===== src/rtl/rng_ctl.sv =====
module rng_ctl #(
  parameter int          DEPTH        = 5,
  parameter int          ST_CYCLES    = 6,
  parameter int          SEED_CYCLES  = 10,
  parameter int          RESEED_WORDS = 12,
  parameter logic [31:0] WORD_MUL     = 32'h9E37_79B9,
  parameter logic [31:0] WORD_ADD     = 32'h0BAD_5EED
) (
  input  logic        clk,
  input  logic        rst_n,
  input  logic        bus_sel,
  input  logic        bus_wr,
  input  logic [2:0]  bus_addr,
  input  logic [31:0] bus_wdata,
  output logic [31:0] bus_rdata,
  output logic        bus_err,
  input  logic [2:0]  src_test_code,
  output logic        irq
);
  timeunit 1ns; timeprecision 100ps;

  localparam int JMAX = (ST_CYCLES > SEED_CYCLES) ? ST_CYCLES : SEED_CYCLES;
  localparam int JW   = $clog2(JMAX + 1);
  localparam int LW   = $clog2(DEPTH + 1);
  localparam int PW   = (DEPTH > 1) ? $clog2(DEPTH) : 1;
  localparam int SW   = $clog2(RESEED_WORDS + 1);

  typedef enum logic [1:0] {S_IDLE, S_TEST, S_SEED, S_FILL} fsm_t;

  typedef struct packed {
    fsm_t          fsm;
    logic [JW-1:0] jc;
    logic          st_pend, gs_pend, st_done, fsd, nsd, e_uf, e_st, irq;
    logic [2:0]    code;
    logic [LW-1:0] lvl;
    logic [PW-1:0] rp, wp;
    logic [SW-1:0] since;
    logic [31:0]   word;
  } core_t;

  localparam core_t CORE_RST = '{fsm: S_IDLE, word: WORD_ADD, default: '0};

  core_t q, n;
  logic [1:0]  uf_mode;
  logic        auto_rs, msk_done, msk_err;
  logic [31:0] mem [DEPTH];

  wire wr_cmd   = bus_sel &&  bus_wr && bus_addr == 3'd0;
  wire wr_ctl   = bus_sel &&  bus_wr && bus_addr == 3'd1;
  wire rd_fifo  = bus_sel && !bus_wr && bus_addr == 3'd4;
  wire srst     = wr_cmd && bus_wdata[6];
  wire clr_err  = wr_cmd && bus_wdata[5];
  wire clr_int  = wr_cmd && bus_wdata[4];
  wire empty    = q.lvl == '0;
  wire pop      = rd_fifo && !empty;
  wire undflow  = rd_fifo && empty;
  wire reseed_req = q.since == SW'(RESEED_WORDS);
  wire push     = q.fsm == S_FILL && q.lvl != LW'(DEPTH) && !reseed_req;
  wire job_last = (q.fsm == S_TEST) ? (q.jc == JW'(ST_CYCLES - 1))
                                    : (q.jc == JW'(SEED_CYCLES - 1));
  wire test_end = q.fsm == S_TEST && job_last;
  wire seed_end = q.fsm == S_SEED && job_last;
  wire err_evt  = (undflow && !uf_mode[1]) || (test_end && src_test_code != 3'd0);
  wire irq_set  = ((test_end || seed_end) && !msk_done) || (err_evt && !msk_err)
                  || (undflow && uf_mode == 2'b11);
  wire idle     = q.fsm == S_IDLE;
  wire [3:0] lvl4 = 4'(q.lvl);

  logic unused_bits;
  assign unused_bits = ^{bus_wdata[31:7], bus_wdata[3:2]};

  always_ff @(posedge clk or negedge rst_n)
    if (!rst_n) {msk_err, msk_done, auto_rs, uf_mode} <= '0;
    else if (wr_ctl) {msk_err, msk_done, auto_rs, uf_mode} <= {bus_wdata[6:4], bus_wdata[1:0]};

  always_comb begin
    n = q;
    if (clr_err) begin
      n.e_uf = 1'b0;
      n.e_st = 1'b0;
      n.irq  = 1'b0;
    end
    if (clr_int && !(q.e_uf || q.e_st)) n.irq = 1'b0;
    case (q.fsm)
      S_IDLE:
        if (q.st_pend) begin
          n.fsm = S_TEST; n.jc = '0; n.st_done = 1'b0;
        end else if (q.gs_pend || (auto_rs && reseed_req)) begin
          n.fsm = S_SEED; n.jc = '0; n.gs_pend = 1'b1; n.nsd = 1'b0;
        end else if (q.fsd && empty && !reseed_req) begin
          n.fsm = S_FILL;
        end
      S_TEST:
        if (job_last) begin
          n.fsm = S_IDLE; n.st_pend = 1'b0; n.st_done = 1'b1;
          n.code = src_test_code;
          if (src_test_code != 3'd0) n.e_st = 1'b1;
        end else n.jc = q.jc + 1'b1;
      S_SEED:
        if (job_last) begin
          n.fsm = S_IDLE; n.gs_pend = 1'b0; n.fsd = 1'b1; n.nsd = 1'b1; n.since = '0;
        end else n.jc = q.jc + 1'b1;
      default:
        if (push) begin
          n.word  = q.word + WORD_MUL;
          n.since = q.since + 1'b1;
          n.wp    = (q.wp == PW'(DEPTH - 1)) ? '0 : q.wp + 1'b1;
        end else n.fsm = S_IDLE;
    endcase
    if (wr_cmd && bus_wdata[0]) n.st_pend = 1'b1;
    if (wr_cmd && bus_wdata[1]) n.gs_pend = 1'b1;
    if (pop) n.rp = (q.rp == PW'(DEPTH - 1)) ? '0 : q.rp + 1'b1;
    n.lvl = q.lvl + LW'(push) - LW'(pop);
    if (undflow && !uf_mode[1]) n.e_uf = 1'b1;
    if (irq_set) n.irq = 1'b1;
    if (srst) n = CORE_RST;
  end

  always_ff @(posedge clk or negedge rst_n)
    if (!rst_n) q <= CORE_RST;
    else        q <= n;

  always_ff @(posedge clk)
    if (push) mem[q.wp] <= q.word;

  always_comb begin
    bus_rdata = '0;
    bus_err   = 1'b0;
    if (bus_sel && !bus_wr)
      case (bus_addr)
        3'd0: bus_rdata = {30'b0, q.gs_pend, q.st_pend};
        3'd1: bus_rdata = {25'b0, msk_err, msk_done, auto_rs, 2'b0, uf_mode};
        3'd2: bus_rdata = {8'b0, q.code, 4'b0, q.e_uf | q.e_st, 4'(DEPTH), lvl4,
                           1'b0, q.nsd, q.fsd, q.st_done, reseed_req, idle, !idle, 1'b0};
        3'd3: bus_rdata = {26'b0, q.e_uf, 1'b0, q.e_st, 3'b0};
        3'd4: if (!empty) bus_rdata = mem[q.rp];
              else        bus_err   = uf_mode == 2'b10;
        default: ;
      endcase
  end

  assign irq = q.irq;
endmodule



===== config.mk =====
export PLATFORM = sky130hd
export DESIGN_NAME = rng_ctl
export DESIGN_NICKNAME = d
export VERILOG_FILES = /design/src/rtl/rng_ctl.sv
export SDC_FILE = /design/constraint.sdc
export NUM_CORES = 1
export LEC_CHECK = 0
export BUFFER_PORTS_ARGS = -buffer_cell sky130_fd_sc_hd__buf_2
export CAP_MARGIN = 20
export CORE_ASPECT_RATIO = 2
export CORE_MARGIN = 2
export CORE_UTILIZATION = 55
export DETAILED_ROUTE_END_ITERATION = 8
export PLACE_DENSITY = 0.78
export SYNTH_ARGS = -nofsm -noshare
export SYNTH_HDL_FRONTEND = slang
export SYNTH_SLANG_ARGS = --single-unit

===== constraint.sdc =====
create_clock -name clk -period 6.5 [get_ports clk]
set_clock_uncertainty 0.15 [all_clocks]
set_input_delay 0.975 -clock clk [delete_from_list [all_inputs] [get_ports clk]]
set_output_delay 0.975 -clock clk [all_outputs]
set_load 0.05 [all_outputs]

-- After elaboration in Yosys (flattened, before gate mapping)
Memory sizes are Yosys's and may differ from the RTL's.
Index checks and enable logic that the tools add are counted.
- register bits after elaboration: 67
- RAM bits: 160
- input port bits: 42
- output and inout bits: 34
- logic and storage cells: 180
- memories: 1
- $add $sub $neg: 7
- eq/ne operators: 30
- mux-type cells: 51
- bitwise operators: 1
- reductions and logical operators: 70
- memories (memory ; depth ; width ; rd ports ; clocked after memory_dff ; wr ports ; line ; RTL):
    mem ; 5 ; 32 ; 1 ; 0 ; 1 ; 46 ; logic [31:0] mem [DEPTH];
- operator list (operator ; number):
    $pmux W32 S5 ; 1
    $mux W32 ; 3
    $mux W62 ; 1
    $mux W39 ; 1
    $add A32 B32 Y32 const B ; 1
    $logic_and A1 B1 Y1 ; 25
    $reduce_bool A3 Y1 ; 8
    $mux W1 ; 23
    $mux W3 ; 7
    $ne A3 B3 Y1 const B ; 6
    $ne A4 B3 Y1 const B ; 4
    $pmux W4 S2 ; 2
    $mux W4 ; 3
    $reduce_and A3 Y1 ; 4
    $mux W2 ; 5
    $reduce_bool A2 Y1 ; 5
    $eq A3 B3 Y1 const B ; 3
    $add A4 B1 Y4 const B ; 2
    $eq A2 B2 Y1 const B ; 4
    $eq A4 B4 Y1 const B ; 2
    $logic_not A1 Y1 ; 8
    $reduce_and A2 Y1 ; 4
    $reduce_and A4 Y1 ; 2
    $reduce_bool A4 Y1 ; 2
    other kinds (21) ; 33

-- Longest topological paths before layout
Gate-level depths: netlist (run 1).
- word-level depth: 11
- depth in mapped cells: 10

-- Least setup slack after synthesis (run 1)
No wires, ideal clock.
- path kind: register to register
- start point: reg q[32] (netlist bit)
- end point: mem mem[0][0], enable pin
- data arrival time: 4.321 ns
- path slack: 1.528 ns
- stages on the path, launching flop included: 8
- path buffers: 2
- period minus slack after synthesis: 4.972 ns
- cells stage by stage: dfrtp_1 -> inv_1 -> ha_1 -> nand3_1 -> nand3_1 -> buf_2 -> clkbuf_1 -> nor4_1
- word-level cells in the longest chain between the ends: 5
- ends and longest elaborated chain (what ; line ; RTL):
    start, declared ; 43 ; core_t q, n;
    start signal, assigned ; 121 ; else q <= n;
    $eq A4 B4 Y1 ; 57 ; wire reseed_req = q.since == SW'(RESEED_WORDS);
    $logic_not A1 Y1 ; 58 ; wire push = q.fsm == S_FILL && q.lvl != LW'(DEPTH) && !reseed_req;
    $logic_and A1 B1 Y1 ; 58 ;
    $mux W1 ; 124 ; if (push) mem[q.wp] <= q.word;
    $mux W1 (not written as such) ; 124 ;
    end, declared ; 46 ;
Every way passes these cells.

-- Worst setup path after layout (run 1)
- start point: reg q[40] (netlist bit)
- end point: out bus_rdata[12]
- word-level cells in the longest chain between the ends: 4
- ends and longest elaborated chain (what ; line ; RTL):
    $mem_v2 Z5 W32 ; -- ;
    $mux W32 ; 136 ; 3'd4: if (!empty) bus_rdata = mem[q.rp];
    $pmux W32 S5 ; 130 ; case (bus_addr)
    $mux W32 ; 129 ; if (bus_sel && !bus_wr)
    end, declared ; 15 ; output logic [31:0] bus_rdata,
Every way passes these cells.

==> impl_metrics.toml, run 1 <==
[final_layout]
layout_common_cells = "160 x edfxtp_1, 82 x nor2_1, 50 x nand2_1, 48 x buf_2, 46 x dfrtp_1"
drive_gt1_frac = 0.213
fin_nets = 875
syn2layout_area_growth_pct = 11.0
layout_commonest_cell = "edfxtp_1"
n_antenna_cell = 0

[logic_synthesis]
synthArstFlopShare = 0.295
yosysSeqAreaShare = 0.625
ys.warnings.count = 0
synth-seq-cells = 227
syn_area_sq_um = 10400
syn-num-nets = 826
synth_cell_types = 76
synth.avg_cell_area_sq_um = 13.5
synth_cells = 768
ys.flop_type = "edfxtp_1"
synth_edf_count = 160

[pwr]
p_int_w = 0.00330
pwr-share-seq = 0.491
p_switching_w = 0.00172
power_w = 0.00502
p_clk_frac = 0.238
leakage_nw = 4.08
vdd_drop_max_uv = 229
switching_share = 0.342
pwr-share-comb = 0.271
power_density_nw_per_um2 = 435

[timing]
tightest_slew_ns = 1.00
period_minus_slack_ns = 4.15
maxSlewViolCount = 0
final-setup-viol-count = 0
period_share = 0.638
rsz0062_at_grt = "false"
relSlewSlack = 0.330
setup_tns_ns = 0
max_freq_ghz = 0.241
hold_viol = 0

[drt]
drc = 0
vias_per_cell = 6.26
firstDrtPassIters = 5
drtIter0Drc = 548
num_vias = 6578
avgRoutedWirePerCell_um = 21.4
ant_nets = 0
wirelength_mm = 22.5

[setup_path]
critPathLaunchType = "flip-flop"
end_kind = "primary output"
cp.arrival_ns = 3.02
ff2ff_setup_slack_ns = 3.27
cp_max_fo = 19
critical_path_class = "reg -> out"
cp_data_required_time_ns = 5.37

[min_path]
hold_path_class = "reg -> reg"

[global_route]
grt_overflow = 0
grt_max_degree = 68
antenna_found_initial = 0
grt.total_usage = 0.230
grt_pass1_wl_mm = 35.3
grt_pass1_vias = 6681

[die]
num_io_pins = 76
die_x_um = 101
num_rows = 71
start_util = 0.558
die-area_sq_um = 20100
die_h_um = 199
core_sq_um = 18700

[run_status]
outcome = "completed"

[clock_network]
post_cts_resize_count = 0
clk_path_buf_depth = 3
h-tree-depth = 1
holdBufCountCts = 0
clock_sinks = 227
postCtsSetupBuffers = 0
cts_made_buffers = 20
cts_tree = "yes"
cts_root_buffer = "clkbuf_16"
clk_latency_ns = 0.50
clk_pin_slew_ns = 0.07

[placement]
numPortBuffers = 48
dpl.hpwl_mm = 14.4
place.gp.congestion = 0.900

[flow_run]
cap_violations = 0
==> routing by layer <==
metal  track usage  part of all wire  wire length (um)
met5             0                 0                 0
met4         0.101             0.041               916
met3        0.0344             0.042               949
met2         0.422              0.56             12500
met1         0.260              0.36              8100
==> state kept, by name, summed over array words and instances (netlist names) <==
signal,count
mem,160
lvl4,3
auto_rs,1
q,58
msk_done,1
msk_err,1
irq,1
uf_mode,2
==> final timing paths <==
| path | start | cells past startpoint | endpoint |
|---|---|---|---|
| min | msk_err | 1 | msk_err |
| max in group asynchronous | rst_n | 2 | q[39] |
| max | q[40] | 7 | bus_rdata[12] |
| min reg2reg | msk_err | 1 | msk_err |
| max reg2reg | lvl4[1] | 9 | lvl4[2] |
| min in group asynchronous | rst_n | 2 | q[26] |
==> Yosys cell counts (3+ instances only) <==
master | instances | area, sq um
xor2_1 | 5 | 43.8
nand2_1 | 50 | 188
edfxtp_1 | 160 | 4800
buf_2 | 14 | 70.1
or3_1 | 10 | 62.6
or2_2 | 5 | 31.3
and3_1 | 4 | 25.0
nor3b_1 | 3 | 22.5
o211ai_1 | 3 | 22.5
nor2b_1 | 11 | 68.8
a31oi_1 | 6 | 37.5
ha_1 | 15 | 188
dfrtp_1 | 48 | 1200
nand3b_1 | 3 | 22.5
o22a_1 | 3 | 26.3
a21boi_0 | 4 | 30.0
a2111o_1 | 4 | 45.0
nor3_1 | 11 | 55.1
nand3_1 | 16 | 80.1
mux4_2 | 32 | 721
a22oi_1 | 5 | 37.5
o21ai_1 | 3 | 15.0
a21oi_1 | 42 | 210
nand4_1 | 12 | 75.1
and2_1 | 3 | 18.8
inv_1 | 23 | 86.3
mux2i_1 | 40 | 400
a41oi_1 | 3 | 26.3
nand2b_1 | 4 | 25.0
xnor2_1 | 12 | 105
nor2_1 | 84 | 315
nor4_1 | 5 | 31.3
o21ai_0 | 24 | 120
clkbuf_1 | 17 | 63.8
a211oi_1 | 5 | 37.5
o31ai_1 | 5 | 37.5
dfstp_2 | 19 | 499
nor4b_1 | 3 | 26.3
mux2_2 | 6 | 67.6
==> power groups by stage <==
stage | clock network (W) | registers (W) | logic, W
after floorplan | 0 | 0.00230 | 0.00109
after global placement | 0 | 0.00246 | 0.00132
after detailed placement | 0 | 0.00248 | 0.00136
after CTS | 0.00122 | 0.00246 | 0.00137
after global routing | 0.00127 | 0.00251 | 0.00151
final | 0.00120 | 0.00246 | 0.00136
==> cell type report <==
| type | instances | area [sq um] |
|---|---|---|
| Timing Repair Buffer | 61 | 338 |
| Fill cell | 1396 | 7110 |
| Clock inverter | 10 | 98.8 |
| Clock buffer | 26 | 564 |
| Inverter | 24 | 90.1 |
| Multi-Input combinational cell | 483 | 3680 |
| Tap cell | 219 | 274 |
| Sequential cell | 227 | 6510 |
==> worst max-delay path, stage by stage, from the launching register on <==
cell and delay (ns):
dfrtp_1 0.90, buf_4 0.42, mux4_2 0.35, mux2i_1 0.34
nor2_1 0.09, nor2_1 0.12, nor2_1 0.05, buf_2 0.24
==> stage by stage <==
stage          hold slack [ns]  setup WS [ns]  instance area, sq um  utilization  std cells
5_1_grt                  0.406           2.18                 11500        0.619       1050
2_1_floorplan            0.352           1.53                 10400            -        768
4_1_cts                  0.391           2.31                 11500        0.619       1050
3_5_place_dp             0.373           2.40                 10900        0.584       1014
6_report                 0.389           2.35                 11500        0.619       1050
3_3_place_gp             0.382           2.47                 10900        0.584       1014
==> kinds of logic (layout without fill, tap and decap cells) <==
kind of cell               Yosys count  after routing  synth area share
AOI/OAI and AO/OA                  131            131            0.0871
and+or+nand+nor                    241            241             0.116
adders and majority gates           16             16            0.0200
muxes                               78             78             0.114
xor gates and xnor gates            17             17            0.0143
buffers and inverters               58            121            0.0230
DFF                                227            227             0.625
Power figures use the tool's default switching activity.
==> inputs of run 2 (changes only) <==
clock period = 3.9 ns   (was 6.5 ns; I/O delays follow)
==> run 2 against run 1 <==
- clock power is 82% higher
- worst hold slack got worse by 0.21 ns
- core utilization grew 0.62 points
- global-route usage about the same
- highest routed layer unchanged
==> impl_metrics.toml, run 2 (synthesis gave the netlist of run 1 again) <==
[drt]
avgRoutedWirePerCell_um = 21.6
wirelength_mm = 22.8
drc = 0
drtIter0Drc = 440
firstDrtPassIters = 5
ant_nets = 0
num_vias = 6613
vias_per_cell = 6.28

[final_layout]
fin_util = 0.625
layout_commonest_cell = "edfxtp_1"
syn2layout_area_growth_pct = 12.1
drive_gt1_frac = 0.219
layout_common_cells = "160 x edfxtp_1, 82 x nor2_1, 50 x nand2_1, 48 x buf_2, 46 x dfrtp_1"
regMostFlops = "mem"
final_cells = 1053
fin_nets = 878
largest_register_ffs = 160
fill_cells = 1383
n_antenna_cell = 0

[setup_path]
cp_data_required_time_ns = 3.16
critPathLaunchType = "flip-flop"
crit_chain = "mux4_2 -> mux2i_1 -> nor2_1 -> a21oi_1 -> nor2_1 -> buf_2"
cp_max_fo = 17
cpMostUsedCell = "nor2_1"
crit_start = "q[39]"
slowest_stage = "dfrtp_2"
max_stage_delay_ns = 0.78
critical_path_class = "reg -> out"
worstReg2RegStart = "lvl4[1]"
end_kind = "primary output"
cp.arrival_ns = 2.70

[timing]
hold_viol = 0
tightest_slew_ns = 1.00
final-setup-viol-count = 0
relSlewSlack = 0.330
setup_ws_ns = 0.467
max_freq_ghz = 0.291
period_minus_slack_ns = 3.43
rsz0062_at_grt = "false"
maxSlewViolCount = 0
setup_tns_ns = 0
period_share = 0.880

[pwr]
switching_share = 0.338
leakage_nw = 4.13
power_w = 0.00856
pwr-share-seq = 0.486
vdd_drop_max_uv = 357
p_int_w = 0.00567
p_switching_w = 0.00289
power_density_nw_per_um2 = 734
pwr-share-comb = 0.260
p_clk_frac = 0.254

[global_route]
grt_max_degree = 44
grt_pass1_wl_mm = 35.4
grt_pass1_vias = 6685
antenna_found_initial = 0
grt_overflow = 0
grt.total_usage = 0.230

[run_status]
outcome = "completed"

[min_path]
hp-start = "bus_wdata[4]"
hold_path_class = "in -> reg"

[clock_network]
postCtsSetupBuffers = 0
cts_tree = "yes"
clock_sinks = 227
clk_pin_slew_ns = 0.07
clk_latency_ns = 0.50
cts_made_buffers = 20
cts_root_buffer = "clkbuf_16"
clk_path_buf_depth = 3
h-tree-depth = 1

[die]
num_io_pins = 76
num_rows = 71
start_util = 0.558
die_x_um = 101
core_sq_um = 18700
die_h_um = 199
die-area_sq_um = 20100

[placement]
dpl_worst_slack_ns = 0.947
numPortBuffers = 48
dpl.hpwl_mm = 14.7
place.gp.congestion = 0.889
dp_cells = 1016

[flow_run]
cap_violations = 0
run 2: layer usage:
metal	vias up	global-route usage	share of wire	wire length, um
met4	0	0.0951	0.035	797
met2	185	0.430	0.57	13000
met3	58	0.0228	0.034	777
met1	3344	0.261	0.36	8240
li1	3026	-	-	-
met5	-	0	0	0
run 2: final timing paths:
check	endpoint	slack, ns	depth (start not counted)
max reg2reg	lvl4[2]	1.02	10
max	bus_rdata[1]	0.47	6
min in group asynchronous	q[32]	0.28	2
min	auto_rs	0.18	2
min reg2reg	q[45]	0.40	2
max in group asynchronous	q[16]	2.63	3
run 2: area by class of cell:
| cell class | instances | area, sq um | area share |
|---|---|---|---|
| flip-flops and latches | 227 | 6510 | 0.558 |
| clock buffers | 27 | 612 | 0.0524 |
| repair buffers | 64 | 375 | 0.0322 |
| clock inverters | 9 | 130 | 0.0112 |
| multi-input cells | 483 | 3680 | 0.315 |
| well taps | 219 | 274 | 0.0235 |
| inverters | 24 | 90.1 | 0.00772 |
run 2: power groups by stage:
stage / clock, W / combinational (W) / sequential (W)
final: 0.00218 / 0.00222 / 0.00416
after global routing: 0.00230 / 0.00244 / 0.00423
after CTS: 0.00221 / 0.00223 / 0.00415
after detailed placement: 0 / 0.00220 / 0.00420
after global placement: 0 / 0.00215 / 0.00416
after floorplan: 0 / 0.00181 / 0.00383
run 2: stage by stage:
step / area (sq um) / hold slack (ns)
2_1_floorplan: 10400 / 0.139
3_3_place_gp: 10900 / 0.257
3_5_place_dp: 10900 / 0.251
4_1_cts: 11700 / 0.169
5_1_grt: 11700 / 0.172
6_report: 11700 / 0.178
run 2: repair_timing:
| action | 4_1_cts | 5_1_grt |
|---|---|---|
| hold endpoints to repair | 3 | 0 |
| resized for setup | 0 | 0 |
| hold buffers | 1 | 0 |
| endpoints found under the setup margin | 0 | 0 |
run 2: critical path: cells and delay by family, from the launching register on:
kind                   cells  cell delay [ns]
AO/OA/AOI/OAI              1             0.16
multiplexers               2             0.88
AND/OR/NAND/NOR            2             0.12
flip-flops                 1             0.78
buffers and inverters      1             0.25
